==> src/rtl/rastfx_pkg.sv <==
package rastfx_pkg;

  localparam int unsigned REG_W = 8;
  localparam int unsigned RA_W  = 3;
  localparam int unsigned HD_W  = 4;

  typedef enum logic [2:0] {
    SEL_IRQ_LINE   = 3'd0,
    SEL_SPLIT_LINE = 3'd1,
    SEL_START_HI   = 3'd2,
    SEL_START_LO   = 3'd3,
    SEL_SCROLL     = 3'd4
  } rsel_e;

  typedef struct packed {
    logic            border_ext;
    logic [RA_W-1:0] vshift;
    logic [HD_W-1:0] hdelay;
  } scroll_t;

endpackage

==> src/rtl/rastfx_regs.sv <==
module rastfx_regs
  import rastfx_pkg::*;
#(
  parameter int unsigned MA_W   = 14,
  parameter int unsigned LINE_W = 8
) (
  input  logic              clk,
  input  logic              rst_n,
  input  logic              wr_en,
  input  logic [2:0]        wr_sel,
  input  logic [REG_W-1:0]  wr_data,
  output logic [LINE_W-1:0] irq_line,
  output logic [LINE_W-1:0] split_line,
  output logic [MA_W-1:0]   lower_start,
  output scroll_t           scroll
);

  localparam int unsigned HI_W = MA_W - REG_W;

  logic [LINE_W-1:0] irq_line_d, split_line_d;
  logic [MA_W-1:0]   lower_start_d;
  scroll_t           scroll_d;

  always_comb begin
    irq_line_d    = irq_line;
    split_line_d  = split_line;
    lower_start_d = lower_start;
    scroll_d      = scroll;
    if (wr_en) begin
      case (rsel_e'(wr_sel))
        SEL_IRQ_LINE:   irq_line_d   = wr_data[LINE_W-1:0];
        SEL_SPLIT_LINE: split_line_d = wr_data[LINE_W-1:0];
        SEL_START_HI:   lower_start_d[MA_W-1:REG_W] = wr_data[HI_W-1:0];
        SEL_START_LO:   lower_start_d[REG_W-1:0]    = wr_data;
        SEL_SCROLL:     scroll_d     = scroll_t'(wr_data);
        default:        ;
      endcase
    end
  end

  always_ff @(posedge clk or negedge rst_n) begin
    if (!rst_n) begin
      irq_line    <= '0;
      split_line  <= '0;
      lower_start <= '0;
      scroll      <= '0;
    end else begin
      irq_line    <= irq_line_d;
      split_line  <= split_line_d;
      lower_start <= lower_start_d;
      scroll      <= scroll_d;
    end
  end

endmodule

==> src/rtl/rastfx_split.sv <==
module rastfx_split #(
  parameter int unsigned MA_W   = 14,
  parameter int unsigned LINE_W = 8
) (
  input  logic              clk,
  input  logic              rst_n,
  input  logic              frame_start,
  input  logic              line_end,
  input  logic              de_in,
  input  logic [MA_W-1:0]   ma_in,
  input  logic [LINE_W-1:0] split_line,
  input  logic [MA_W-1:0]   lower_start,
  output logic [LINE_W-1:0] ending_line,
  output logic              de_first,
  output logic [MA_W-1:0]   vma
);

  logic [LINE_W-1:0] line_cnt, line_cnt_d;
  logic              pend_q, pend_d;
  logic              act_q, act_d;
  logic [MA_W-1:0]   off_q, off_d;
  logic              de_q;
  logic              capture;
  logic              split_hit;

  assign ending_line = line_cnt + LINE_W'(1);
  assign de_first    = de_in & ~de_q;
  assign capture     = pend_q & de_first;
  assign split_hit   = line_end & (split_line != '0) & (ending_line == split_line);

  always_comb begin
    line_cnt_d = line_cnt;
    pend_d     = pend_q;
    act_d      = act_q;
    off_d      = off_q;
    if (frame_start) begin
      line_cnt_d = '0;
      pend_d     = 1'b0;
      act_d      = 1'b0;
    end else begin
      if (line_end) line_cnt_d = ending_line;
      if (split_hit) pend_d = 1'b1;
      else if (capture) pend_d = 1'b0;
      if (capture) begin
        act_d = 1'b1;
        off_d = lower_start - ma_in;
      end
    end
  end

  always_comb begin
    if (capture)    vma = lower_start;
    else if (act_q) vma = ma_in + off_q;
    else            vma = ma_in;
  end

  always_ff @(posedge clk or negedge rst_n) begin
    if (!rst_n) begin
      line_cnt <= '0;
      pend_q   <= 1'b0;
      act_q    <= 1'b0;
      off_q    <= '0;
      de_q     <= 1'b0;
    end else begin
      line_cnt <= line_cnt_d;
      pend_q   <= pend_d;
      act_q    <= act_d;
      off_q    <= off_d;
      de_q     <= de_in;
    end
  end

endmodule

==> src/rtl/rastfx_irq.sv <==
module rastfx_irq #(
  parameter int unsigned LINE_W = 8
) (
  input  logic              clk,
  input  logic              rst_n,
  input  logic              line_end,
  input  logic              legacy_irq,
  input  logic              irq_ack,
  input  logic [LINE_W-1:0] ending_line,
  input  logic [LINE_W-1:0] irq_line,
  output logic              irq
);

  logic prog_mode;
  logic set_evt;
  logic irq_d;

  assign prog_mode = (irq_line != '0);

  always_comb begin
    if (prog_mode) set_evt = line_end & (ending_line == irq_line);
    else           set_evt = legacy_irq;
    irq_d = set_evt | (irq & ~irq_ack);
  end

  always_ff @(posedge clk or negedge rst_n) begin
    if (!rst_n) irq <= 1'b0;
    else        irq <= irq_d;
  end

endmodule

==> src/rtl/rastfx_scroll.sv <==
module rastfx_scroll
  import rastfx_pkg::*;
(
  input  scroll_t         scroll,
  input  logic [RA_W-1:0] ra_in,
  input  logic            de_first,
  output logic [RA_W-1:0] vra,
  output logic [HD_W-1:0] pix_delay,
  output logic            border_mask
);

  always_comb begin
    vra         = ra_in + scroll.vshift;
    pix_delay   = scroll.hdelay;
    border_mask = scroll.border_ext & de_first;
  end

endmodule

==> src/rtl/rastfx_unit.sv <==
module rastfx_unit
  import rastfx_pkg::*;
#(
  parameter int unsigned MA_W   = 14,
  parameter int unsigned LINE_W = 8
) (
  input  logic             clk,
  input  logic             rst_n,
  input  logic             reg_wr,
  input  logic [2:0]       reg_sel,
  input  logic [REG_W-1:0] reg_wdata,
  input  logic             frame_start,
  input  logic             line_end,
  input  logic             legacy_irq,
  input  logic             irq_ack,
  input  logic             de_in,
  input  logic [MA_W-1:0]  ma_in,
  input  logic [RA_W-1:0]  ra_in,
  output logic [MA_W-1:0]  vma,
  output logic [RA_W-1:0]  vra,
  output logic [HD_W-1:0]  pix_delay,
  output logic             border_mask,
  output logic             irq
);

  logic [1:0]        rst_pipe;
  logic              rst_sync_n;
  logic [LINE_W-1:0] irq_line_w;
  logic [LINE_W-1:0] split_line_w;
  logic [MA_W-1:0]   lower_start_w;
  scroll_t           scroll_w;
  logic [LINE_W-1:0] ending_line_w;
  logic              de_first_w;

  always_ff @(posedge clk or negedge rst_n) begin
    if (!rst_n) rst_pipe <= 2'b00;
    else        rst_pipe <= {rst_pipe[0], 1'b1};
  end
  assign rst_sync_n = rst_pipe[1];

  rastfx_regs #(.MA_W(MA_W), .LINE_W(LINE_W)) u_regs (
    .clk         (clk),
    .rst_n       (rst_sync_n),
    .wr_en       (reg_wr),
    .wr_sel      (reg_sel),
    .wr_data     (reg_wdata),
    .irq_line    (irq_line_w),
    .split_line  (split_line_w),
    .lower_start (lower_start_w),
    .scroll      (scroll_w)
  );

  rastfx_split #(.MA_W(MA_W), .LINE_W(LINE_W)) u_split (
    .clk         (clk),
    .rst_n       (rst_sync_n),
    .frame_start (frame_start),
    .line_end    (line_end),
    .de_in       (de_in),
    .ma_in       (ma_in),
    .split_line  (split_line_w),
    .lower_start (lower_start_w),
    .ending_line (ending_line_w),
    .de_first    (de_first_w),
    .vma         (vma)
  );

  rastfx_irq #(.LINE_W(LINE_W)) u_irq (
    .clk         (clk),
    .rst_n       (rst_sync_n),
    .line_end    (line_end),
    .legacy_irq  (legacy_irq),
    .irq_ack     (irq_ack),
    .ending_line (ending_line_w),
    .irq_line    (irq_line_w),
    .irq         (irq)
  );

  rastfx_scroll u_scroll (
    .scroll      (scroll_w),
    .ra_in       (ra_in),
    .de_first    (de_first_w),
    .vra         (vra),
    .pix_delay   (pix_delay),
    .border_mask (border_mask)
  );

endmodule

==> config.mk <==
export PLATFORM = sky130hd
export DESIGN_NAME = rastfx_unit
export DESIGN_NICKNAME = d
export VERILOG_FILES = /design/src/rtl/rastfx_pkg.sv /design/src/rtl/rastfx_regs.sv /design/src/rtl/rastfx_split.sv /design/src/rtl/rastfx_irq.sv /design/src/rtl/rastfx_scroll.sv /design/src/rtl/rastfx_unit.sv
export SDC_FILE = /design/constraint.sdc
export NUM_CORES = 1
export LEC_CHECK = 0
export ABC_AREA = 1
export BUFFER_PORTS_ARGS = -buffer_cell sky130_fd_sc_hd__buf_4
export CAP_MARGIN = 20
export CORE_AREA = 2 2 108 110
export DETAILED_ROUTE_END_ITERATION = 8
export DIE_AREA = 0 0 110 112
export GPL_ROUTABILITY_DRIVEN = 0
export PLACE_DENSITY = 0.73
export SETUP_SLACK_MARGIN = 0.02
export SYNTH_ARGS = -nofsm -noshare
export SYNTH_HDL_FRONTEND = slang
export SYNTH_HIERARCHICAL = 1
export SYNTH_SLANG_ARGS = --single-unit
==> constraint.sdc <==
create_clock -name clk -period 3.3 [get_ports clk]
set_clock_uncertainty 0.1 [all_clocks]
set_input_delay 0.33 -clock clk [delete_from_list [all_inputs] [get_ports clk]]
set_output_delay 0.33 -clock clk [all_outputs]
set_load 0.03 [all_outputs]
# After elaboration in Yosys (flattened, before gate mapping)
# Index checks and enable logic that the tools add are counted.
# classes
bitwise_logic,11
n_reduce_logical,12
addsub,4
n_eq_ne,6
muxes,10
# ops
cell,count
2-to-1 mux 14 bit,2
== test 8 bit,2
2-to-1 mux 8 bit,2
nonzero test 8 bit,2
adder 14 bit,1
subtractor 14 bit,1
AND reduction 2 bit,6
"adder 8 x 1 -> 8 bit, second input constant",1
AND 1 bit,7
"== test 3 x 2 -> 1 bit, second input constant",2
2-to-1 mux 1 bit,6
nonzero test 2 bit,2
adder 3 bit,1
"== test 3 x 1 -> 1 bit, second input constant",1
"== test 3 bit, second input constant",1
zero test 3 bit,1
inverter 1 bit,3
nonzero test 3 bit,1
OR 1 bit,1
# totals
inputBits,36
regBits,66
output_inout_bits,23
word_cells,57

# Logic depth before layout (Yosys ltp)
# logic_depth
ltp_word,6
mapped_depth,13
mapped_depth_nobuf,13

# Cells and area by module
# Netlist, hierarchy kept.
# by_module_without_submodules
mod,cells_each,instances,seq_area_each_um2,area_each_um2
rastfx_split,478,1,625.6,2897.8
rastfx_regs,174,1,950.9,1560.2
rastfx_irq,58,1,25.0,249.0
rastfx_scroll,17,1,0.0,107.6
rastfx_unit,3,1,50.0,53.8

# Worst setup path after synthesis
# OpenSTA, ideal clock, no wires.
# synth_path
path_type,reg-to-output
from,reg u_split.off_q[0]
to,out vma[8]
stages_incl_launch_ff,10
t_arrival_ns,2.098
path_buffers,0
t_required_ns,2.870
slack_ns,0.772
path_cell_list,dfrtp_1 -> ha_1 -> fa_1 -> nand3_1 -> nand2_1 -> nand2_1 -> nand2_1 -> xor2_1 -> nor2_1 -> o21ai_0
# synth_via
elab_chain_cells,3
# synth_lines
item,line_no,source
start: declaration,rastfx_split.sv:21,"logic [MA_W-1:0] off_q, off_d;"
start signal: assignment,rastfx_split.sv:62,off_q <= '0;
start signal: assignment,rastfx_split.sv:68,off_q <= off_d;
adder 14 bit,rastfx_split.sv:53,else if (act_q) vma = ma_in + off_q;
2-to-1 mux 14 bit,rastfx_split.sv:53,
2-to-1 mux 14 bit,rastfx_split.sv:52,if (capture) vma = lower_start;
end: declaration,rastfx_unit.sv:19,"output logic [MA_W-1:0] vma,"
# No other way between the ends.

# Worst setup path after layout
# layout_path
from,reg u_split.off_q[0]
to,out vma[12]
# The elaborated chain is that of the path after synthesis.

==> impl_metrics.json <==
{
  "status": "completed",
  "postCtsResizedCells": 0,
  "cts_sinks": 66,
  "synthesis.area_um2": 4870,
  "track_usage_pct": 21.2,
  "p_per_area_nw_per_um2": 511,
  "final_max_slew_viol_count": 0,
  "grt.busiest_layer": "met2",
  "total_power_mw": 2.93,
  "htree_levels": 3,
  "via_per_inst": 5.06,
  "final_cells": 937,
  "grt_util_met1_pct": 29.8,
  "grt_pass1_vias": 4370,
  "post_cts_buffers": 0,
  "dr.pass1.iters": 5,
  "gr-total-overflow": 0,
  "area_growth_syn_to_layout_pct": 17.7,
  "cts_inserted_buffers": 9,
  "yosys_warnings": 6,
  "min_from": "de_in",
  "crit-reg2reg-launch": "u_regs/lower_start[0]",
  "nets": 856,
  "coreArea_um2": 11200,
  "drt-initial-drc-count": 448,
  "syn_inst": 730,
  "worstSetupPathType": "reg2out",
  "synthDistinctLibCells": 39,
  "fp.dieW_um": 110,
  "fp.dieH_um": 112,
  "wl_um": 12100,
  "clk_latency_ns": 0.33,
  "p_leak_nw": 3.20,
  "antenna_found_initial": 0,
  "fmax_mhz": 371,
  "ios": 59,
  "cp-end-kind": "output pin",
  "cp_max_fo": 3,
  "die-area_um2": 12300,
  "synth_seq_cells": 66,
  "via_count": 4739,
  "drive_gt1_share_pct": 12.6,
  "numPlacedInstances": 920,
  "setup_violations": 0,
  "numPortBuffers": 58,
  "fin_crit_sh_pct": 81.7,
  "rsz0062_at_grt": "no",
  "yosysSeqAreaShare_pct": 33.9,
  "synth_nets": 797,
  "grt_pass1_wl_um": 20600,
  "start_util_pct": 43.6,
  "use_met3_pct": 2.69,
  "grt_max_degree": 36,
  "fin_setup_tns_ns": 0,
  "antenna_left": 0,
  "cts_root_buf": "clkbuf_16",
  "std_cell_rows": 39,
  "dp_hpwl_um": 9200,
  "arrival_ns": 2.26,
  "n_fill_cell": 1130,
  "max-cap-violations": 0,
  "routedWlPerCell_um": 12.9,
  "synth.avg_cell_area_um2": 6.67,
  "postPlaceCellArea_um2": 5420,
  "clockBufferDepth": 2,
  "drcViolationCount": 0,
  "crit_path_start": "u_split/off_q[0]",
  "finish.instance_area_um2": 5730,
  "cp.required_ns": 2.87,
  "diodes": 0,
  "max-slew-margin-rel_pct": 49.0,
  "finalCriticalPeriod_ns": 2.69,
  "finalHoldViolations": 0,
  "start_kind": "register",
  "worstMarginPinSlew_ns": 0.765,
  "clk_pin_slew_worst_paths_ns": 0.05,
  "grt_use_met2_pct": 32.5,
  "hp-class": "in2reg",
  "cts_tree": "yes",
  "ir_worst_vdd_mv": 0.297
}
-- synthesized netlist by cell type --
| library cell | n | area, um^2 |
|---|---|---|
| clkbuf_1 | 3 | 11.3 |
| xor2_1 | 9 | 78.8 |
| a21oi_2 | 1 | 8.76 |
| o21ai_0 | 26 | 130 |
| conb_1 | 1 | 3.75 |
| a31oi_1 | 9 | 56.3 |
| dfrtp_1 | 66 | 1650 |
| nor3_1 | 3 | 15.0 |
| inv_1 | 93 | 349 |
| o21bai_1 | 2 | 15.0 |
| a21o_1 | 1 | 7.51 |
| fa_1 | 3 | 60.1 |
| xnor2_1 | 2 | 17.5 |
| nand2_1 | 267 | 1000 |
| o211ai_1 | 1 | 7.51 |
| a21oi_1 | 27 | 135 |
| and2_1 | 1 | 6.26 |
| nor2_4 | 6 | 67.6 |
| nor2_1 | 60 | 225 |
| inv_2 | 3 | 11.3 |
| nand2_2 | 7 | 43.8 |
| or2_2 | 3 | 18.8 |
| a22oi_1 | 1 | 7.51 |
| buf_4 | 7 | 52.6 |
| or2_1 | 1 | 6.26 |
| o221ai_1 | 1 | 8.76 |
| nor2_2 | 3 | 18.8 |
| nand2_4 | 1 | 11.3 |
| clkinv_1 | 2 | 7.51 |
| nand3_1 | 73 | 365 |
| nand4_1 | 4 | 25.0 |
| nand3b_1 | 2 | 15.0 |
| o21a_1 | 1 | 7.51 |
| ha_1 | 28 | 350 |
| o21ai_1 | 2 | 10.0 |
| buf_2 | 2 | 10.0 |
| buf_1 | 1 | 3.75 |
| o22ai_1 | 6 | 37.5 |
| o21ai_2 | 1 | 8.76 |
-- where the power goes --
part           internal [mW]  switching [mW]
combinational          0.354           0.572
clock                  0.605           0.344
sequential             0.933           0.120
total                   1.89            1.04
-- timing repair --
item,in CTS,in global routing
setup endpoints to repair,0,0
endpoints found under the hold margin,2,0
hold buffers,1,0
-- path summary, 6_finish.rpt --
path / to / slack, ns / cells after the start
setup / recovery: vma[12] / 0.61 / 13
hold / removal: u_split/de_q / 0.03 / 1
setup reg to reg: u_split/off_q[12] / 1.28 / 11
hold reg to reg: u_split/off_q[0] / 0.24 / 0
max in group asynchronous: u_split/line_cnt[6] / 1.99 / 1
min in group asynchronous: rst_pipe[0] / 0.22 / 2
-- cell type report --
type                       count  area (um^2)  share of cell area [%]
clock inverter                 4         51.3                   0.895
tap                          143          179                    3.12
timing repair buffer          61          460                    8.04
clock buffer                  12          246                    4.30
sequential                    66         1650                    28.8
multi-input combinational    553         2770                    48.4
inverter                      98          368                    6.42
-- stage by stage --
step / util (%) / hold slack (ns) / worst slack [ns]
after floorplan: - / -0.0656 / 0.772
after global placement: 48.5 / 0.0142 / 0.872
after detailed placement: 48.5 / 0.0149 / 0.869
after CTS: 51.3 / 0.0156 / 0.596
after global routing: 51.3 / 0.0248 / 0.335
final: 51.3 / 0.0291 / 0.605
-- cells by family (layout without fill, tap and decap cells) --
group | Yosys count | in the layout | synth area share (%)
AOI/OAI and AO/OA | 79 | 79 | 9.05
xor gates and xnor gates | 11 | 11 | 1.98
adders and majority gates | 31 | 31 | 8.43
buffers and inverters | 111 | 175 | 9.15
DFF | 66 | 66 | 33.9
other | 1 | 1 | 0.0770
and+or+nand+nor | 431 | 431 | 37.4
-- worst max-delay path, stage by stage (launching register included) --
cell and delay (ns):
dfrtp_1 0.38, ha_1 0.21, fa_1 0.42, nand3_1 0.09
nand2_1 0.12, nand2_1 0.09, nand2_1 0.07, nand2_1 0.10
nand2_1 0.06, nand2_1 0.06, nand3_1 0.07, nand2_1 0.06
nand2_1 0.04, buf_4 0.16
-- layer usage --
metal  share of wire [%]  wire length (um)
met1                  48              5770
met2                  45              5420
met3                 4.6               551
met4                 2.6               310
met5                   0                 0
-- registers in the layout, indices dropped and copies added, names as in the netlist --
signal and flops:
rst_pipe 2, u_split/de_q 1, u_regs/scroll 8, u_regs/irq_line 8
u_irq/irq 1, u_split/pend_q 1, u_split/line_cnt 8, u_split/off_q 14
u_split/act_q 1, u_regs/lower_start 14, u_regs/split_line 8
-- placed cells by master, fill, tap and decap left out, types with 4 or more instances in the layout --
cell type / count
a31oi_1: 9
a21oi_1: 27
buf_4: 60
nand3_1: 73
xor2_1: 9
nor2_4: 6
o21ai_0: 26
nor2_1: 60
dfrtp_1: 65
ha_1: 28
nand2_1: 267
nand4_1: 4
inv_1: 93
clkbuf_16: 9
nand2_2: 7
o22ai_1: 6
Power figures use the tool's default switching activity.
